$ cat src/rtl/chain_enum_pkg.sv
package chain_enum_pkg;

  typedef enum logic [2:0] {
    ST_IDLE        = 3'd0,
    ST_SEND_ASSIGN = 3'd1,
    ST_AWAIT_ACK   = 3'd2,
    ST_DONE        = 3'd3,
    ST_ERROR       = 3'd4
  } enum_state_t;

endpackage

$ cat src/rtl/chain_enum_addr_ctr.sv
module chain_enum_addr_ctr #(
  parameter int ADDR_W = 4
) (
  input  logic              clk,
  input  logic              rst,
  input  logic              clr_i,
  input  logic              step_i,
  output logic [ADDR_W-1:0] pend_o,
  output logic [ADDR_W-1:0] count_o,
  output logic              pend_max_o
);

  localparam logic [ADDR_W-1:0] ADDR_TOP = {ADDR_W{1'b1}};
  localparam logic [ADDR_W-1:0] ADDR_ONE = ADDR_W'(1);

  logic [ADDR_W-1:0] pend_q;
  logic [ADDR_W-1:0] count_q;

  always_ff @(posedge clk) begin
    if (rst || clr_i) begin
      pend_q  <= ADDR_ONE;
      count_q <= '0;
    end else if (step_i) begin
      count_q <= pend_q;
      if (pend_q != ADDR_TOP) begin
        pend_q <= pend_q + 1'b1;
      end
    end
  end

  assign pend_o     = pend_q;
  assign count_o    = count_q;
  assign pend_max_o = (pend_q == ADDR_TOP);

  AST_PEND_LEADS_COUNT: assert property (@(posedge clk) disable iff (rst)
    (count_q != ADDR_TOP) |-> (pend_q == count_q + 1'b1));

  AST_COUNT_STEPS: assert property (@(posedge clk) disable iff (rst)
    !$stable(count_q) |-> ((count_q == $past(count_q) + 1'b1) || (count_q == '0)));

endmodule

$ cat src/rtl/chain_enum_frame_port.sv
module chain_enum_frame_port #(
  parameter int ADDR_W = 4
) (
  input  logic              clk,
  input  logic              rst,
  input  logic              load_i,
  input  logic              load_assign_i,
  input  logic [ADDR_W-1:0] load_addr_i,
  input  logic              ack_i,
  input  logic              slot_i,
  output logic              req_o,
  output logic              assign_o,
  output logic [ADDR_W-1:0] addr_o,
  output logic              slot_evt_o
);

  logic              req_q;
  logic              flight_q;
  logic              assign_q;
  logic [ADDR_W-1:0] addr_q;

  always_ff @(posedge clk) begin
    if (rst) begin
      req_q    <= 1'b0;
      flight_q <= 1'b0;
      assign_q <= 1'b0;
      addr_q   <= '0;
    end else if (load_i) begin
      req_q    <= 1'b1;
      flight_q <= 1'b0;
      assign_q <= load_assign_i;
      addr_q   <= load_addr_i;
    end else if (req_q && ack_i) begin
      req_q    <= 1'b0;
      flight_q <= 1'b1;
    end else if (flight_q && slot_i) begin
      flight_q <= 1'b0;
    end
  end

  assign req_o      = req_q;
  assign assign_o   = assign_q;
  assign addr_o     = addr_q;
  assign slot_evt_o = flight_q && slot_i;

  AST_REQ_HELD: assert property (@(posedge clk) disable iff (rst)
    (req_q && !ack_i) |=> (req_q && $stable(addr_q) && $stable(assign_q)));

  AST_REQ_NOT_IN_FLIGHT: assert property (@(posedge clk) disable iff (rst)
    !(req_q && flight_q));

  AST_ACK_STARTS_FLIGHT: assert property (@(posedge clk) disable iff (rst)
    (req_q && ack_i && !load_i) |=> (!req_q && flight_q));

  AST_ASSIGN_NONZERO: assert property (@(posedge clk) disable iff (rst)
    (req_q && assign_q) |-> (addr_q != '0));

endmodule

$ cat src/rtl/chain_enum_seq.sv
module chain_enum_seq
  import chain_enum_pkg::*;
#(
  parameter int ADDR_W = 4
) (
  input  logic              clk,
  input  logic              rst,
  input  logic              start_i,
  output logic              frm_req_o,
  input  logic              frm_ack_i,
  output logic              frm_assign_o,
  output logic [ADDR_W-1:0] frm_addr_o,
  output logic              frm_long_o,
  input  logic              rsp_slot_i,
  input  logic              rsp_ok_i,
  output logic              done_o,
  output logic              error_o,
  output logic [ADDR_W-1:0] dev_count_o,
  output logic              discard_o
);

  localparam logic [ADDR_W-1:0] ADDR_TOP = {ADDR_W{1'b1}};
  localparam logic [ADDR_W-1:0] ADDR_ONE = ADDR_W'(1);

  enum_state_t       state_q;
  logic              done_q;
  logic              error_q;
  logic              long_q;
  logic              discard_q;

  logic              ctr_clr;
  logic              ctr_step;
  logic [ADDR_W-1:0] pend;
  logic [ADDR_W-1:0] count;
  logic              pend_max;
  logic [ADDR_W-1:0] nxt_pend;

  logic              ld;
  logic              ld_assign;
  logic [ADDR_W-1:0] ld_addr;
  logic              slot_evt;
  logic              can_start;

  assign can_start = (state_q == ST_IDLE) || (state_q == ST_DONE) || (state_q == ST_ERROR);
  assign nxt_pend  = pend + 1'b1;

  always_comb begin
    ctr_clr   = 1'b0;
    ctr_step  = 1'b0;
    ld        = 1'b0;
    ld_assign = 1'b0;
    ld_addr   = '0;
    unique case (state_q)
      ST_SEND_ASSIGN: begin
        if (slot_evt) begin
          ld        = 1'b1;
          ld_assign = (pend != ADDR_TOP);
          ld_addr   = ld_assign ? nxt_pend : '0;
        end
      end
      ST_AWAIT_ACK: begin
        if (slot_evt && rsp_ok_i) begin
          ctr_step = 1'b1;
          if (!pend_max) begin
            ld        = 1'b1;
            ld_assign = (nxt_pend != ADDR_TOP);
            ld_addr   = ld_assign ? (nxt_pend + 1'b1) : '0;
          end
        end
      end
      default: begin
        if (start_i) begin
          ctr_clr   = 1'b1;
          ld        = 1'b1;
          ld_assign = 1'b1;
          ld_addr   = ADDR_ONE;
        end
      end
    endcase
  end

  always_ff @(posedge clk) begin
    if (rst) begin
      state_q   <= ST_IDLE;
      done_q    <= 1'b0;
      error_q   <= 1'b0;
      long_q    <= 1'b1;
      discard_q <= 1'b0;
    end else begin
      unique case (state_q)
        ST_SEND_ASSIGN: begin
          if (slot_evt) state_q <= ST_AWAIT_ACK;
        end
        ST_AWAIT_ACK: begin
          if (slot_evt) begin
            if (!rsp_ok_i) begin
              state_q   <= ST_DONE;
              done_q    <= 1'b1;
              long_q    <= 1'b0;
              discard_q <= 1'b1;
            end else if (pend_max) begin
              state_q <= ST_ERROR;
              error_q <= 1'b1;
            end
          end
        end
        default: begin
          if (start_i) begin
            state_q   <= ST_SEND_ASSIGN;
            done_q    <= 1'b0;
            error_q   <= 1'b0;
            long_q    <= 1'b1;
            discard_q <= 1'b0;
          end else if (state_q == ST_DONE && rsp_slot_i) begin
            discard_q <= 1'b0;
          end
        end
      endcase
    end
  end

  chain_enum_addr_ctr #(.ADDR_W(ADDR_W)) i_addr_ctr (
    .clk        (clk),
    .rst        (rst),
    .clr_i      (ctr_clr),
    .step_i     (ctr_step),
    .pend_o     (pend),
    .count_o    (count),
    .pend_max_o (pend_max)
  );

  chain_enum_frame_port #(.ADDR_W(ADDR_W)) i_frame_port (
    .clk           (clk),
    .rst           (rst),
    .load_i        (ld),
    .load_assign_i (ld_assign),
    .load_addr_i   (ld_addr),
    .ack_i         (frm_ack_i),
    .slot_i        (rsp_slot_i),
    .req_o         (frm_req_o),
    .assign_o      (frm_assign_o),
    .addr_o        (frm_addr_o),
    .slot_evt_o    (slot_evt)
  );

  assign frm_long_o  = long_q;
  assign done_o      = done_q;
  assign error_o     = error_q;
  assign dev_count_o = count;
  assign discard_o   = discard_q;

  AST_DONE_ERR_EXCL: assert property (@(posedge clk) disable iff (rst)
    !(done_q && error_q));

  AST_DONE_SHORT: assert property (@(posedge clk) disable iff (rst)
    done_q |-> (!long_q && !frm_req_o));

  AST_DISCARD_WITH_DONE: assert property (@(posedge clk) disable iff (rst)
    discard_q |-> done_q);

  AST_DONE_HOLDS: assert property (@(posedge clk) disable iff (rst)
    (done_q && !start_i) |=> done_q);

  AST_BUSY_LONG: assert property (@(posedge clk) disable iff (rst)
    frm_req_o |-> long_q);

  AST_ERR_TOP_COUNT: assert property (@(posedge clk) disable iff (rst)
    error_q |-> (count == ADDR_TOP));

endmodule

$ cat config.mk
export PLATFORM = sky130hd
export DESIGN_NAME = chain_enum_seq
export DESIGN_NICKNAME = d
export VERILOG_FILES = /design/src/rtl/chain_enum_pkg.sv /design/src/rtl/chain_enum_addr_ctr.sv /design/src/rtl/chain_enum_frame_port.sv /design/src/rtl/chain_enum_seq.sv
export SDC_FILE = /design/constraint.sdc
export NUM_CORES = 1
export LEC_CHECK = 0
export BUFFER_PORTS_ARGS = -buffer_cell sky130_fd_sc_hd__buf_2
export CORE_MARGIN = 4
export CORE_UTILIZATION = 54
export CTS_CLUSTER_DIAMETER = 200
export DETAILED_ROUTE_END_ITERATION = 8
export PLACE_DENSITY = 0.77
export SLEW_MARGIN = 20
export SYNTH_ARGS = -nofsm -noshare
export SYNTH_HDL_FRONTEND = slang
export SYNTH_SLANG_ARGS = --single-unit
export TNS_END_PERCENT = 10
$ cat constraint.sdc
create_clock -name clk -period 1.9 [get_ports clk]
set_input_delay 0.19 -clock clk [delete_from_list [all_inputs] [get_ports clk]]
set_output_delay 0.19 -clock clk [all_outputs]
set_load 0.02 [all_outputs]
==> impl_metrics.ini <==
[cts]
worst_skew_pair.late_latency_ns = 0.31
cts_buffers = 3
clk_pin_slew_ns = 0.11
cts_tree = done
clock_path_buffers = 2
cts_root_buf = clkbuf_4
h-tree-depth = 1
cts_sinks = 22

[detailed_routing]
postRouteWirelength_mm = 2.71
drc = 0
ant_nets = 0
wire_per_inst_um = 14.9
dr.pass1.iters = 4
drt_iter0_drc = 32
avgViaCountPerCell = 5.96
vias = 1085

[timing]
setup_ws_ns = 0.120
min_period_ns = 1.78
fmax_mhz = 562
slew_headroom_pct = 73.4
hold_viol = 0
tightest_slew_ns = 0.398
setup_viol = 0
fin_tns_setup_ns = 0
final_max_slew_viol_count = 0
rsz0062_at_grt = false
finClkSkew_ns = 0.00396
timing.final.crit_share_pct = 93.7

[final_layout]
multi_input_area_um2 = 673
seq_area_um2 = 440
mostFrequentLayoutCell = dfxtp_1
fin_area_um2 = 1310
area_growth_pct = 11.9
n_antenna_cell = 0
most-common-layout-cells = dfxtp_1, buf_2, nand2_1
fill_cells = 185
drive_gt1_share_pct = 24.5
nets = 165
final_util_pct = 65.3

[setup_path]
cp-endpoint = i_frame_port.addr_o[0]$_SDFFE_PP0P_
rr_endpoint = i_frame_port.addr_o[0]$_SDFFE_PP0P_
arrival_ns = 2.03
reg2reg_depth = 6
startpoint_type = flip-flop
critPathCaptureType = flip-flop
r2r_start = i_addr_ctr.pend_o[0]$_SDFFE_PP1P_
crit_required_ns = 2.15
worst-r2r-setup-slack_ns = 0.12
startpoint = i_addr_ctr.pend_o[0]$_SDFFE_PP1P_
crit_type = flip-flop to flip-flop
path_max_fanout = 7

[power]
total_power_w = 0.000796
ir_worst_vdd_v = 0.000507
p_leak_nw = 0.530
powerDensity_nw_per_um2 = 609

[hold_path]
hold_path.class = primary input to flip-flop

[grt]
grtUsageTotal_pct = 21.8
antenna_found_initial = 0
grt_pass1_vias = 1044
grt_overflow = 0
grt_pass1_wl_mm = 4.65
grt_max_degree = 12

[placement]
post-place-ws_ns = 0.117
io_buffer_count = 19
routabilityCongestion = 0.902
dpl_cell_area_um2 = 1280
post-dp-hpwl_mm = 2.08

[floorplanning]
rows = 16
dieArea_um2 = 2970
die_w_um = 54.5
fp.coreArea_um2 = 2000
initial_utilization_pct = 58.3
io_pins = 20
die_y_um = 54.5

[run]
cap_violations = 0

[synthesis]
ys_seq_area_share_pct = 37.7
dominantRegCellSynth = dfxtp_1
synth_area_um2 = 1170
synth_cell_type_count = 45
ys_ff_latch = 22
async_flop_share_pct = 0
synth_edf_count = 0
synth_nets = 144
yosysWarnings = 0
synthCells = 136
synth_area_per_cell_um2 = 8.58

[run_status]
run_status = finished clean
synthesized netlist by cell type, types with 2 or more instances:
library cell  number  area share [%]
a21oi_1           11             4.7
a21oi_2            2             1.5
a31oi_1            4             2.1
and3b_1            3             2.3
buf_2              3             1.3
dfxtp_1           22              38
ha_1               2             2.1
inv_1              5             1.6
nand2_1           16             5.1
nand2b_1           6             3.2
nand3_1            6             2.6
nor2_1             9             2.9
nor3_1             3             1.3
o21ai_0            9             3.9
xnor2_1            4             3.0
xor2_1             2             1.5
critical path: stages (launching register included):
cell and delay, ns:
dfxtp_1 0.48, inv_1 0.15, ha_1 0.28, o21ai_0 0.25
o211ai_2 0.12, mux2_2 0.27, a31oi_1 0.15
power by group:
group / internal (W) / switching [W]
registers: 0.000475 / 0.0000117
logic: 0.0000361 / 0.0000618
clock network: 0.0000742 / 0.000137
metal layers:
layer | vias up | share of wire (%) | global-route usage [%]
met5 | - | 0 | 0
met1 | 510 | 44 | 26.2
li1 | 524 | - | -
met4 | 0 | 4.3 | 11.2
met2 | 34 | 47 | 37.5
met3 | 17 | 4.1 | 3.00
metrics by stage:
stage                     cells  hold WS (ns)
after detailed placement    179         0.436
after global placement      179         0.429
after global routing        182         0.180
after CTS                   182         0.151
after floorplan             136         0.309
final                       182         0.156
logic make-up after synthesis:
kind of cell               count (synthesis)  share of synthesized area (%)
xor gates and xnor gates                   7                           5.90
adders and majority gates                  2                           2.14
buffers and inverters                     11                           4.82
muxes                                      1                          0.965
AOI/OAI and AO/OA                         39                           21.9
and+or+nand+nor                           54                           26.6
DFF                                       22                           37.7
cell type report:
cell class	count	area share, %
flip-flops and latches	22	33.7
repair buffers	22	9.00
clock buffers	3	1.72
well taps	27	2.59
multi-input cells	103	51.5
inverters	5	1.44
timing repair:
| action | CTS | global route |
|---|---|---|
| buffers inserted | 0 | 0 |
| gates resized for setup | 0 | 1 |
| setup endpoints to repair | 0 | 6 |
| hold buffers | 0 | 0 |
sequential cells by signal, summed over array words and instances, names as in the netlist:
register / cells
discard_o: 1
done_o: 1
error_o: 1
frm_long_o: 1
i_addr_ctr.count_o: 4
i_addr_ctr.pend_o: 4
i_frame_port.addr_o: 4
i_frame_port.assign_o: 1
i_frame_port.flight_q: 1
i_frame_port.req_o: 1
state_q: 3
worst min path at each step:
stage	startpoint	to	depth (start not counted)
floorplan	rst	i_addr_ctr.pend_o[0]$_SDFFE_PP1P_	2
global placement	frm_long_o$_SDFFE_PP1P_	frm_long_o$_SDFFE_PP1P_	1
detailed placement	done_o$_SDFFE_PP0P_	done_o$_SDFFE_PP0P_	2
CTS	frm_ack_i	i_frame_port.req_o$_SDFFE_PP0P_	3
global route	frm_ack_i	i_frame_port.req_o$_SDFFE_PP0P_	3
finish	frm_ack_i	i_frame_port.req_o$_SDFFE_PP0P_	3
Power figures use the tool's default switching activity.
